<file path="config.mk">
export PLATFORM = sky130hd
export DESIGN_NAME = vblank_irq_ctrl
export DESIGN_NICKNAME = d
export VERILOG_FILES = /design/src/rtl/vblank_irq_pkg.sv /design/src/rtl/vbl_status_reg.sv /design/src/rtl/nmi_sched.sv /design/src/rtl/beam_irq.sv /design/src/rtl/vblank_irq_ctrl.sv
export SDC_FILE = /design/constraint.sdc
export NUM_CORES = 1
export LEC_CHECK = 0
export BUFFER_PORTS_ARGS = -buffer_cell sky130_fd_sc_hd__clkbuf_2
export CORE_MARGIN = 2
export CORE_UTILIZATION = 34
export DETAILED_ROUTE_END_ITERATION = 8
export PLACE_DENSITY = 0.74
export RECOVER_POWER = 25
export REMOVE_ABC_BUFFERS = 1
export SLEW_MARGIN = 20
export SYNTH_ARGS = -nofsm -noshare
export SYNTH_HDL_FRONTEND = slang
export SYNTH_HIERARCHICAL = 1
export SYNTH_SLANG_ARGS = --single-unit
</file>
<file path="constraint.sdc">
create_clock -name clk -period 2.05 [get_ports clk]
set_input_delay 0.41 -clock clk [delete_from_list [all_inputs] [get_ports clk]]
set_output_delay 0.41 -clock clk [all_outputs]
set_load 0.05 [all_outputs]
</file>
<file path="src/rtl/vblank_irq_pkg.sv">
package vblank_irq_pkg;

    // Beam IRQ trigger mode derived from the two timer enables.
    typedef enum logic [1:0] {
        IRQ_OFF    = 2'b00,
        IRQ_LINE   = 2'b01,
        IRQ_DOT    = 2'b10,
        IRQ_DOTLN  = 2'b11
    } irq_mode_e;

    function automatic irq_mode_e decode_mode(input logic h_en, input logic v_en);
        return irq_mode_e'({h_en, v_en});
    endfunction

endpackage

</file>
<file path="src/rtl/vbl_status_reg.sv">
// Holds the vblank flag, the status byte and the latched forced-blank bit.
// Assumes vblank_start and frame_wrap are single-cycle pulses; the wrap
// takes priority, and a vblank start beats a simultaneous read.
module vbl_status_reg #(
    parameter int VER_W   = 4,
    parameter int VERSION = 2
) (
    input  logic       clk,
    input  logic       rst_n,
    input  logic       vblank_start,
    input  logic       frame_wrap,
    input  logic       status_rd,
    input  logic       disp_blank,
    output logic [7:0] status,
    output logic       fblank
);
    localparam int PAD_W = 7 - VER_W;
    localparam logic [VER_W-1:0] VER_BITS = VER_W'(VERSION);

    logic flag_q;

    // Vblank-occurred flag: set at vblank start, cleared by wrap or read.
    always_ff @(posedge clk) begin
        if (!rst_n)
            flag_q <= 1'b0;
        else if (frame_wrap)
            flag_q <= 1'b0;
        else if (vblank_start)
            flag_q <= 1'b1;
        else if (status_rd)
            flag_q <= 1'b0;
    end

    // Forced-blank capture at vblank start only.
    always_ff @(posedge clk) begin
        if (!rst_n)
            fblank <= 1'b0;
        else if (vblank_start && !frame_wrap)
            fblank <= disp_blank;
    end

    // Status byte assembly; the padding between flag and version depends on VER_W.
    generate
        if (PAD_W > 0) begin : g_pad
            assign status = {flag_q, {PAD_W{1'b0}}, VER_BITS};
        end else begin : g_nopad
            assign status = {flag_q, VER_BITS};
        end
    endgenerate

endmodule

</file>
<file path="src/rtl/nmi_sched.sv">
// Schedules the vblank NMI: armed at vblank start when enabled, raised
// when the dot count reaches NMI_HPOS, dropped and disarmed at frame wrap.
// Assumes the timing generator delivers vblank_start at a dot below NMI_HPOS.
module nmi_sched #(
    parameter int HW       = 11,
    parameter int NMI_HPOS = 12
) (
    input  logic          clk,
    input  logic          rst_n,
    input  logic [HW-1:0] h_count,
    input  logic          vblank_start,
    input  logic          frame_wrap,
    input  logic          nmi_en,
    output logic          nmi_out
);
    localparam logic [HW-1:0] FIRE_H = HW'(NMI_HPOS);

    logic armed_q;
    logic fire;

    // Fire point: armed and the beam has reached the NMI dot.
    always_comb fire = armed_q && (h_count == FIRE_H);

    // Arm register: captures the enable at vblank start, consumed on fire.
    always_ff @(posedge clk) begin
        if (!rst_n)
            armed_q <= 1'b0;
        else if (frame_wrap)
            armed_q <= 1'b0;
        else if (vblank_start)
            armed_q <= nmi_en;
        else if (fire)
            armed_q <= 1'b0;
    end

    // NMI line: set on fire, held until the frame wraps.
    always_ff @(posedge clk) begin
        if (!rst_n)
            nmi_out <= 1'b0;
        else if (frame_wrap)
            nmi_out <= 1'b0;
        else if (fire)
            nmi_out <= 1'b1;
    end

endmodule

</file>
<file path="src/rtl/beam_irq.sv">
// Beam-match IRQ: compares the beam against the dot and line positions
// in the mode picked by the two timer enables, and holds the request
// until acknowledged. A new match beats a simultaneous acknowledge.
module beam_irq
    import vblank_irq_pkg::*;
#(
    parameter int HW = 11,
    parameter int VW = 9
) (
    input  logic          clk,
    input  logic          rst_n,
    input  logic [HW-1:0] h_count,
    input  logic [VW-1:0] v_count,
    input  logic          htmr_en,
    input  logic          vtmr_en,
    input  logic [HW-1:0] h_cmp,
    input  logic [VW-1:0] v_cmp,
    input  logic          irq_clr,
    output logic          irq_out
);
    irq_mode_e mode;
    logic      line_hit;
    logic      dot_hit;
    logic      hit;

    // Match decode per trigger mode.
    always_comb begin
        mode     = decode_mode(htmr_en, vtmr_en);
        line_hit = (v_count == v_cmp);
        dot_hit  = (h_count == h_cmp);
        unique case (mode)
            IRQ_OFF:   hit = 1'b0;
            IRQ_LINE:  hit = line_hit && (h_count == '0);
            IRQ_DOT:   hit = dot_hit;
            IRQ_DOTLN: hit = dot_hit && line_hit;
            default:   hit = 1'b0;
        endcase
    end

    // Request latch: set on match, cleared by acknowledge.
    always_ff @(posedge clk) begin
        if (!rst_n)
            irq_out <= 1'b0;
        else if (hit)
            irq_out <= 1'b1;
        else if (irq_clr)
            irq_out <= 1'b0;
    end

endmodule

</file>
<file path="src/rtl/vblank_irq_ctrl.sv">
// Top level: vblank status/NMI controller plus beam-match IRQ.
// Assumes h_count/v_count come from a timing generator in the same clock
// domain and that the strobes are one cycle wide.
module vblank_irq_ctrl #(
    parameter int HW       = 11,
    parameter int VW       = 9,
    parameter int NMI_HPOS = 12,
    parameter int VER_W    = 4,
    parameter int VERSION  = 2
) (
    input  logic          clk,
    input  logic          rst_n,
    input  logic [HW-1:0] h_count,
    input  logic [VW-1:0] v_count,
    input  logic          vblank_start,
    input  logic          frame_wrap,
    input  logic          nmi_en,
    input  logic          disp_blank,
    input  logic          htmr_en,
    input  logic          vtmr_en,
    input  logic [HW-1:0] h_cmp,
    input  logic [VW-1:0] v_cmp,
    input  logic          status_rd,
    input  logic          irq_clr,
    output logic          nmi_out,
    output logic          irq_out,
    output logic [7:0]    status,
    output logic          fblank
);

    vbl_status_reg #(.VER_W(VER_W), .VERSION(VERSION)) u_status (
        .clk          (clk),
        .rst_n        (rst_n),
        .vblank_start (vblank_start),
        .frame_wrap   (frame_wrap),
        .status_rd    (status_rd),
        .disp_blank   (disp_blank),
        .status       (status),
        .fblank       (fblank)
    );

    nmi_sched #(.HW(HW), .NMI_HPOS(NMI_HPOS)) u_nmi (
        .clk          (clk),
        .rst_n        (rst_n),
        .h_count      (h_count),
        .vblank_start (vblank_start),
        .frame_wrap   (frame_wrap),
        .nmi_en       (nmi_en),
        .nmi_out      (nmi_out)
    );

    beam_irq #(.HW(HW), .VW(VW)) u_irq (
        .clk      (clk),
        .rst_n    (rst_n),
        .h_count  (h_count),
        .v_count  (v_count),
        .htmr_en  (htmr_en),
        .vtmr_en  (vtmr_en),
        .h_cmp    (h_cmp),
        .v_cmp    (v_cmp),
        .irq_clr  (irq_clr),
        .irq_out  (irq_out)
    );

endmodule

</file>
After elaboration in Yosys (flattened, before gate mapping)
Cells that the tools add are included.
- equal/unequal tests: 6
- multiplexer cells: 7
- bitwise operators: 1
- reductions and logical operators: 11
- operator list (kind ; count):
    $eq 11x11->1 ; 1
    $eq 11x4->1 const B ; 1
    $logic_not 11->1 ; 1
    $eq 9x9->1 ; 1
    $mux 1 ; 6
    $reduce_bool 2->1 ; 3
    $eq 2x2->1 const B ; 2
    $logic_and 1x1->1 ; 4
    $pmux 1 s4 ; 1
    $eq 2x1->1 const B ; 1
    $logic_not 2->1 ; 1
    $reduce_or 2->1 ; 1
    $logic_not 1->1 ; 1
    $not 1->1 ; 1
- register bits after elaboration: 5
- input bits: 50
- logic and storage cells: 30

Longest topological paths before layout
Gate-level depths: netlist (run 1).
- word-level depth: 4
- depth in mapped cells: 4
- mapped depth without buffers: 4

Cells and area by module
Netlist (run 1), hierarchy kept.
- modules (own cells, without submodules) (module ; seq. area each (um^2) ; area each (um^2) ; instances ; cells each):
    beam_irq ; 20.0 ; 310.3 ; 1 ; 38
    vbl_status_reg ; 40.0 ; 158.9 ; 1 ; 19
    nmi_sched ; 40.0 ; 111.4 ; 1 ; 11

Least setup slack after synthesis (run 1)
Ideal clock, no wire load.
- path kind: input-to-reg
- start point: in h_count[7]
- end point: reg u_irq.irq_out
- path slack: 0.456 ns
- arrival time: 1.507 ns
- data required time: 1.964 ns
- path buffers: 0
- stages: 4
- library setup time: 0.086 ns
- cells stage by stage: or4_1 -> nor4b_2 -> a31oi_1 -> a221oi_2
- word-level cells in the longest chain between the ends: 4
- elaborated cells on any way between the ends: 7
- classes of those cells: eq/ne: 1; mux: 2; reduce/logical: 4
- RTL lines (what ; line ; RTL):
    from (decl) ; vblank_irq_ctrl.sv:13 ; input logic [HW-1:0] h_count,
    $eq 11x11->1 / $logic_not 11->1 (equally long branches) ; beam_irq.sv:30, beam_irq.sv:33 ;
    $logic_and 1x1->1 (on tied branches) ; beam_irq.sv:35, beam_irq.sv:33 ;
    $pmux 1 s4 * ; beam_irq.sv:31 ; unique case (mode)
    $mux 1 / $reduce_bool 2->1 (equally long branches) ; n/a ;
    to (signal assigned) ; beam_irq.sv:43 ; irq_out <= 1'b0;
    to (signal assigned) ; beam_irq.sv:45 ; irq_out <= 1'b1;
    to (signal assigned) ; beam_irq.sv:47 ; irq_out <= 1'b0;
    to (decl) ; beam_irq.sv:19 ; output logic irq_out
Every way passes the cells marked *; elsewhere a longest branch is shown, timed or not.
A chain may end at the register's enable or synchronous reset.

Final worst setup path (run 1)
Ends and elaborated chain as after synthesis.

==> run summary, run 1 <==
GR Util met2: 33.1%
Number of levels in the clock H-tree: 1
Initial standard-cell utilization of the core: 37.2%
Setup Slack @ Placement: 0.289 ns
Critical path data arrival time: 1.66 ns
Setup repair after global routing missed its margin: false
Maximum number of pins on one net before global-route repair: 7
Antenna cell count: 0
Final clock skew: 0.00000450 ns
Post-layout worst setup margin: 0.551 ns
Gp weighted congestion: 0.708
Final sum of negative setup slack: 0 ns
Floorplan row count: 14
Final period util: 73.1%
Yosys warnings: 6
Pins Over Slew Limit: 0
DP Wirelength: 1.48 mm
Fill cell instance count of the final layout: 168
Hold violation count in the final report: 0
GRT Max-Usage Layer: met2
Placed Instances: 134
Hold path cells: 3
Total track usage: 17.1%
Post-CTS Repair Setup Buffers: 0
Gr ovfl total: 0
Reported leakage power: 0.455 nW
Synth Instances: 68
Count of TritonRoute iterations in the first routing pass: 4
IO buf count: 53
Crit path required time: 2.21 ns
Clk Latency, worst-skew pair: 0.24 ns
Wire length of the first global-routing pass: 2.57 mm
Met3 layer usage reported by global route: 3.20%
Number of clock sinks: 5
Distinct cell type count of the synthesized netlist: 25
Launching element type of the critical path: input pin
# setup viols final: 0
Area of the die: 2050 µm²
Worst min path class: in2reg
Number of vias in the routed layout: 646
DRC marker count from the first detailed-route iteration: 7
Layout Cells excl Fill: 138
Worst-case vdd ir drop: 403 µV
Number of nets in the finished design: 173
Netlist area before placement: 581 µm²
Achievable clock frequency: 667 MHz
DR vias/cell: 4.68
Horizontal extent of the die: 45.3 µm
Share of the yosys chip area belonging to registers: 17.2%
WL/cell: 11.7 µm
Per-instance average area after synthesis: 8.54 µm²
Number of instances resized during post-cts repair: 0
GR Layer Usage met1: 18.2%
Critical Setup Path Class: in2reg
Share of final-layout standard cells stronger than drive strength 1: 48.4%
Worst R2R Path Depth: 3
Boundary pin count: 61
Initial antenna violation count: 0
Clock input transition at the sequential cells of the worst setup and hold paths: 0.05 ns
DRT antenna net count: 0
Worst setup EP type: register
CTS Root Cell: sky130_fd_sc_hd__clkbuf_4
Area added between synthesis and finish: 46.3%
Total of flip-flops plus latches after synthesis: 5
Die height: 45.3 µm
Total wire length after detailed routing: 1.62 mm
DRC errors left: 0
Number of buffers on the longest clock path: 2
Max-Cap Viols: 0
Total of hold buffers inserted after clock tree synthesis: 0
Number of global-route vias before repair: 648
Final critical delay including setup and external delays: 1.50 ns
Power density over the cells: 426 nW/µm²
Total design power: 0.000362 W
Number of clock buffers inserted by TritonCTS: 3
Worst-path fanout max: 3
Core region area: 1560 µm²
Result of the run: complete, no violations
Clock tree from TritonCTS: done
-- worst max-delay path: stages --
cell	delay, ns
sky130_fd_sc_hd__clkbuf_2	0.11
sky130_fd_sc_hd__or4_1	0.53
sky130_fd_sc_hd__nor4b_2	0.21
sky130_fd_sc_hd__a31oi_1	0.12
sky130_fd_sc_hd__a221oi_2	0.27
-- final cells by class --
type	count	area, µm²	share of cell area [%]
multi-input combinational	58	432	50.8
timing repair buffer	53	264	31.1
sequential	5	100	11.8
clock buffer	4	26.3	3.09
tap	16	20.0	2.36
inverter	2	7.51	0.884
-- placed cells by master (no fill, tap or decap), drive strengths merged --
cell and count:
clkbuf 57, xor2 18, conb 7, nor4 6, dfxtp 5, nor2b 4, nand2 3, nor3 3
nor2 2, xnor2 2, inv 2, mux2i 2, nand3 1, or4 1, nor4b 1, a31oi 1
nand4 1, a221oi 1, nand2b 1, nor4bb 1, a41oi 1, and4b 1, o211a 1
-- through the flow --
| step | utilization, % | hold slack (ns) | area [µm²] |
|---|---|---|---|
| global route | 54.5 | 0.406 | 850 |
| floorplan | - | 0.500 | 539 |
| detailed placement | 52.9 | 0.449 | 825 |
| CTS | 54.6 | 0.405 | 851 |
| global placement | 52.9 | 0.455 | 825 |
| finish | 54.5 | 0.410 | 850 |
-- routing by layer --
metal	vias to the layer above	share of wire [%]
li1	336	-
met1	285	39
met2	25	55
met3	0	6.5
met4	0	0
met5	-	0
-- sequential cells by signal, summed over array words and instances (netlist names) --
signal / flops
u_irq/irq_out: 1
u_nmi/armed_q: 1
u_nmi/nmi_out: 1
u_status/fblank: 1
u_status/flag_q: 1
-- cell usage after synthesis --
| library cell | number | area [µm²] |
|---|---|---|
| sky130_fd_sc_hd__nor4b_2 | 1 | 15.0 |
| sky130_fd_sc_hd__nand2_1 | 3 | 11.3 |
| sky130_fd_sc_hd__o211a_1 | 1 | 10.0 |
| sky130_fd_sc_hd__nor4_1 | 5 | 31.3 |
| sky130_fd_sc_hd__a41oi_1 | 1 | 8.76 |
| sky130_fd_sc_hd__inv_1 | 2 | 7.51 |
| sky130_fd_sc_hd__xnor2_1 | 2 | 17.5 |
| sky130_fd_sc_hd__nand4_1 | 1 | 6.26 |
| sky130_fd_sc_hd__nor2_1 | 2 | 7.51 |
| sky130_fd_sc_hd__nor2b_4 | 1 | 13.8 |
| sky130_fd_sc_hd__nor4_2 | 1 | 12.5 |
| sky130_fd_sc_hd__xor2_1 | 18 | 158 |
| sky130_fd_sc_hd__nor2b_1 | 3 | 18.8 |
| sky130_fd_sc_hd__conb_1 | 2 | 7.51 |
| sky130_fd_sc_hd__and4b_1 | 1 | 10.0 |
| sky130_fd_sc_hd__nor3_1 | 3 | 15.0 |
| sky130_fd_sc_hd__nor4bb_1 | 1 | 10.0 |
| sky130_fd_sc_hd__a221oi_2 | 1 | 15.0 |
| sky130_fd_sc_hd__dfxtp_1 | 5 | 100 |
| sky130_fd_sc_hd__mux2i_1 | 2 | 20.0 |
| sky130_fd_sc_hd__or4_1 | 1 | 7.51 |
| sky130_fd_sc_hd__buf_4 | 8 | 60.1 |
| sky130_fd_sc_hd__nand2b_1 | 1 | 6.26 |
| sky130_fd_sc_hd__nand3_1 | 1 | 5.00 |
| sky130_fd_sc_hd__a31oi_1 | 1 | 6.26 |
-- final timing paths --
path	startpoint	end	slack, ns
min	disp_blank	u_status/fblank	0.41
min reg2reg	u_status/fblank	u_status/fblank	0.47
max	h_count[7]	u_irq/irq_out	0.55
max reg2reg	u_irq/irq_out	u_irq/irq_out	1.13
-- where the power goes --
| part | total (W) | switching [W] | internal (W) |
|---|---|---|---|
| sequential | 0.000101 | 0.00000129 | 0.000100 |
| combinational | 0.000145 | 0.0000829 | 0.0000618 |
| clock | 0.000116 | 0.0000424 | 0.0000737 |
-- logic make-up (layout without fill, tap and decap cells) --
group / Yosys count / after routing / synth area share [%]
AND/OR/NAND/NOR: 25 / 25 / 29.3
AO/OA/AOI/OAI: 4 / 4 / 6.90
buffers and inverters: 10 / 59 / 11.6
multiplexers: 2 / 2 / 3.45
flip-flops: 5 / 5 / 17.2
XOR/XNOR: 20 / 20 / 30.2
other: 2 / 7 / 1.29
Note: power is estimated with default switching activity, not from simulation.
==> inputs of run 2 (changes only) <==
--- a/config.mk
+++ b/config.mk
@@ -7,9 +7,9 @@
 export LEC_CHECK = 0
 export BUFFER_PORTS_ARGS = -buffer_cell sky130_fd_sc_hd__clkbuf_2
 export CORE_MARGIN = 2
-export CORE_UTILIZATION = 34
+export CORE_UTILIZATION = 31
 export DETAILED_ROUTE_END_ITERATION = 8
-export PLACE_DENSITY = 0.74
+export PLACE_DENSITY = 0.71
 export RECOVER_POWER = 25
 export REMOVE_ABC_BUFFERS = 1
 export SLEW_MARGIN = 20
==> constraint.sdc (replaced) <==
create_clock -name clk -period 1.3 [get_ports clk]
set_input_delay 0.26 -clock clk [delete_from_list [all_inputs] [get_ports clk]]
set_output_delay 0.26 -clock clk [all_outputs]
set_load 0.05 [all_outputs]
==> run summary, run 2 (same netlist as run 1, synthesis figures left out) <==
Horizontal extent of the die: 47.3 µm (+4.3%)
Hold path cells: 3 (unchanged)
Category of cells accounting for the largest share of critical-path delay: simple AND/OR/NAND/NOR gates
Core region area: 1750 µm² (+12%)
CTS Root Cell: sky130_fd_sc_hd__clkbuf_4
DRC errors left: 0 (unchanged)
Gr ovfl total: 0 (unchanged)
IO buf count: 53 (unchanged)
Final clock skew: 0.00342 ns (+0.00342 ns)
Area added between synthesis and finish: 60.8%
Reg-to-Reg End: u_irq/irq_out
Antenna cell count: 0 (unchanged)
Post-layout worst setup margin: -0.0567 ns (-0.608 ns)
Worst min path class: in2reg
Reg-to-reg setup timing slack: 0.36 ns (-0.77 ns)
Clk Latency, worst-skew pair: 0.24 ns (about the same)
Crit path required time: 1.45 ns (-0.76 ns)
Critical hold path startpoint: disp_blank
Worst setup EP type: register
Violated checks: negative setup slack
DP Wirelength: 1.65 mm (+11%)
Critical path buffers and inverters: 1 (unchanged)
Number of clock buffers inserted by TritonCTS: 3 (unchanged)
Most common cell after layout, fill and taps aside: sky130_fd_sc_hd__clkbuf_2
Clock tree from TritonCTS: done
Final period util: 104%
Number of global-route vias before repair: 665 (+2.6%)
Max-Cap Viols: 0 (unchanged)
Worst-path fanout max: 2 (-1)
Count of TritonRoute iterations in the first routing pass: 4 (unchanged)
Power density over the cells: 639 nW/µm² (+50%)
Die height: 47.3 µm (+4.3%)
WL/cell: 11.8 µm (+0.93%)
Launching element type of the critical path: input pin
Clock input transition at the sequential cells of the worst setup and hold paths: 0.05 ns (about the same)
Number of buffers on the longest clock path: 2 (unchanged)
Crit-path slowest cell: sky130_fd_sc_hd__or4_4
# setup viols final: 1 (+1)
Number of vias in the routed layout: 692 (+7.1%)
DRT antenna net count: 0 (unchanged)
Fill cell instance count of the final layout: 186 (+11%)
Total wire length after detailed routing: 1.82 mm (+13%)
Area of the die: 2230 µm² (+8.8%)
Footprint of the flip-flops and latches: 100 µm² (unchanged)
Initial antenna violation count: 0 (unchanged)
Number of clock sinks: 5 (unchanged)
Crit-path cells: buf_6 -> or4_4 -> nor4b_4 -> a31oi_1 -> a221oi_2
Worst-case vdd ir drop: 425 µV (+5.5%)
Total of hold buffers inserted after clock tree synthesis: 0 (unchanged)
Wire length of the first global-routing pass: 2.57 mm (unchanged)
Reported leakage power: 0.502 nW (+10%)
Area after DPL: 888 µm² (+7.7%)
Maximum number of pins on one net before global-route repair: 6 (-1)
Final critical delay including setup and external delays: 1.36 ns
Reg-to-reg startpoint: u_irq/irq_out
Hold violation count in the final report: 0 (unchanged)
Worst hold path endpoint: u_status/fblank
DRC marker count from the first detailed-route iteration: 8 (+1)
Result of the run: complete, but fails checks
Share of final-layout standard cells stronger than drive strength 1: 52.7% (+4.4 points)
Achievable clock frequency: 737 MHz
Worst R2R Path Depth: 3 (unchanged)
Setup repair after global routing missed its margin: true
DR vias/cell: 4.49 (-4.0%)
Initial standard-cell utilization of the core: 33.3% (-4.0 points)
Critical path data arrival time: 1.51 ns (-0.15 ns)
Floorplan row count: 15 (+1)
Number of levels in the clock H-tree: 1 (unchanged)
Fraction of the core area covered by cells at the end of the flow: 53.5% (-1.0 points)
Total track usage: 15.9% (-1.2 points)
Critical Setup Path Class: in2reg
Gp weighted congestion: 0.712 (+0.68%)
Boundary pin count: 61 (unchanged)
Pins Over Slew Limit: 0 (unchanged)
Number of nets in the finished design: 180 (+4.0%)
CP peak stage delay: 0.54 ns (about the same)
Most used cells in the layout excluding fill and tap cells: sky130_fd_sc_hd__clkbuf_2, sky130_fd_sc_hd__xor2_1, sky130_fd_sc_hd__buf_4, sky130_fd_sc_hd__conb_1
Area of combinational cells with multiple inputs: 444 µm² (+2.9%)
Post-route cell area: 933 µm² (+9.9%)
==> run 2: changes by cell type in the layout (fill, tap and decap cells not counted), sizes merged <==
cell    before  now
clkbuf      57   56
buf          0    8
==> run 2: worst max-delay path by stage <==
stage	start	end	slack, ns	cells past startpoint
floorplan	h_count[7]	u_irq/irq_out	-0.14	4
global placement	h_count[7]	u_irq/irq_out	-0.26	5
detailed placement	h_count[7]	u_irq/irq_out	-0.28	5
CTS	h_count[7]	u_irq/irq_out	0.003	5
global route	h_count[7]	u_irq/irq_out	-0.10	5
finish	h_count[7]	u_irq/irq_out	-0.06	5
==> run 2: report_power, final <==
group | internal [W] | switching [W] | leakage [nW]
logic | 0.000115 | 0.000139 | 0.446
clock network | 0.000116 | 0.0000663 | 0.0150
registers | 0.000158 | 0.00000195 | 0.0407
total | 0.000388 | 0.000208 | 0.502
==> run 2: timing repair <==
item                       4_1_cts  5_1_grt
setup endpoints to repair        1        1
gates resized for setup          0        3
buffers inserted                 0        0
pin swaps                        2        0
==> run 2: through the flow <==
step	hold slack [ns]	setup TNS [ns]	cells	total power, W	setup WS [ns]
floorplan	0.386	-0.144	65	0.000283	-0.144
global placement	0.450	-0.257	150	0.000404	-0.257
detailed placement	0.454	-0.284	150	0.000410	-0.284
CTS	0.256	0	154	0.000598	0.00277
global route	0.268	-0.102	154	0.000628	-0.102
finish	0.258	-0.0567	154	0.000596	-0.0567
==> run 2: layout make-up <==
type                       count  area share, %
timing repair buffer          60           34.7
clock buffer                   4           2.82
sequential                     5           10.7
inverter                       2          0.804
tap                           25           3.35
multi-input combinational     58           47.6
==> run 2: routing by layer <==
| layer | GRT usage (%) | wire length, µm |
|---|---|---|
| met1 | 17.0 | 646 |
| met5 | 0 | 0 |
| met2 | 31.6 | 1030 |
| met4 | 1.67 | 0 |
| met3 | 3.85 | 137 |
==> run 2: worst register-to-register path: stages (launching register included) <==
cell	delay, ns
sky130_fd_sc_hd__dfxtp_1	0.33
sky130_fd_sc_hd__nor2b_1	0.19
sky130_fd_sc_hd__a31oi_1	0.07
sky130_fd_sc_hd__a221oi_2	0.26
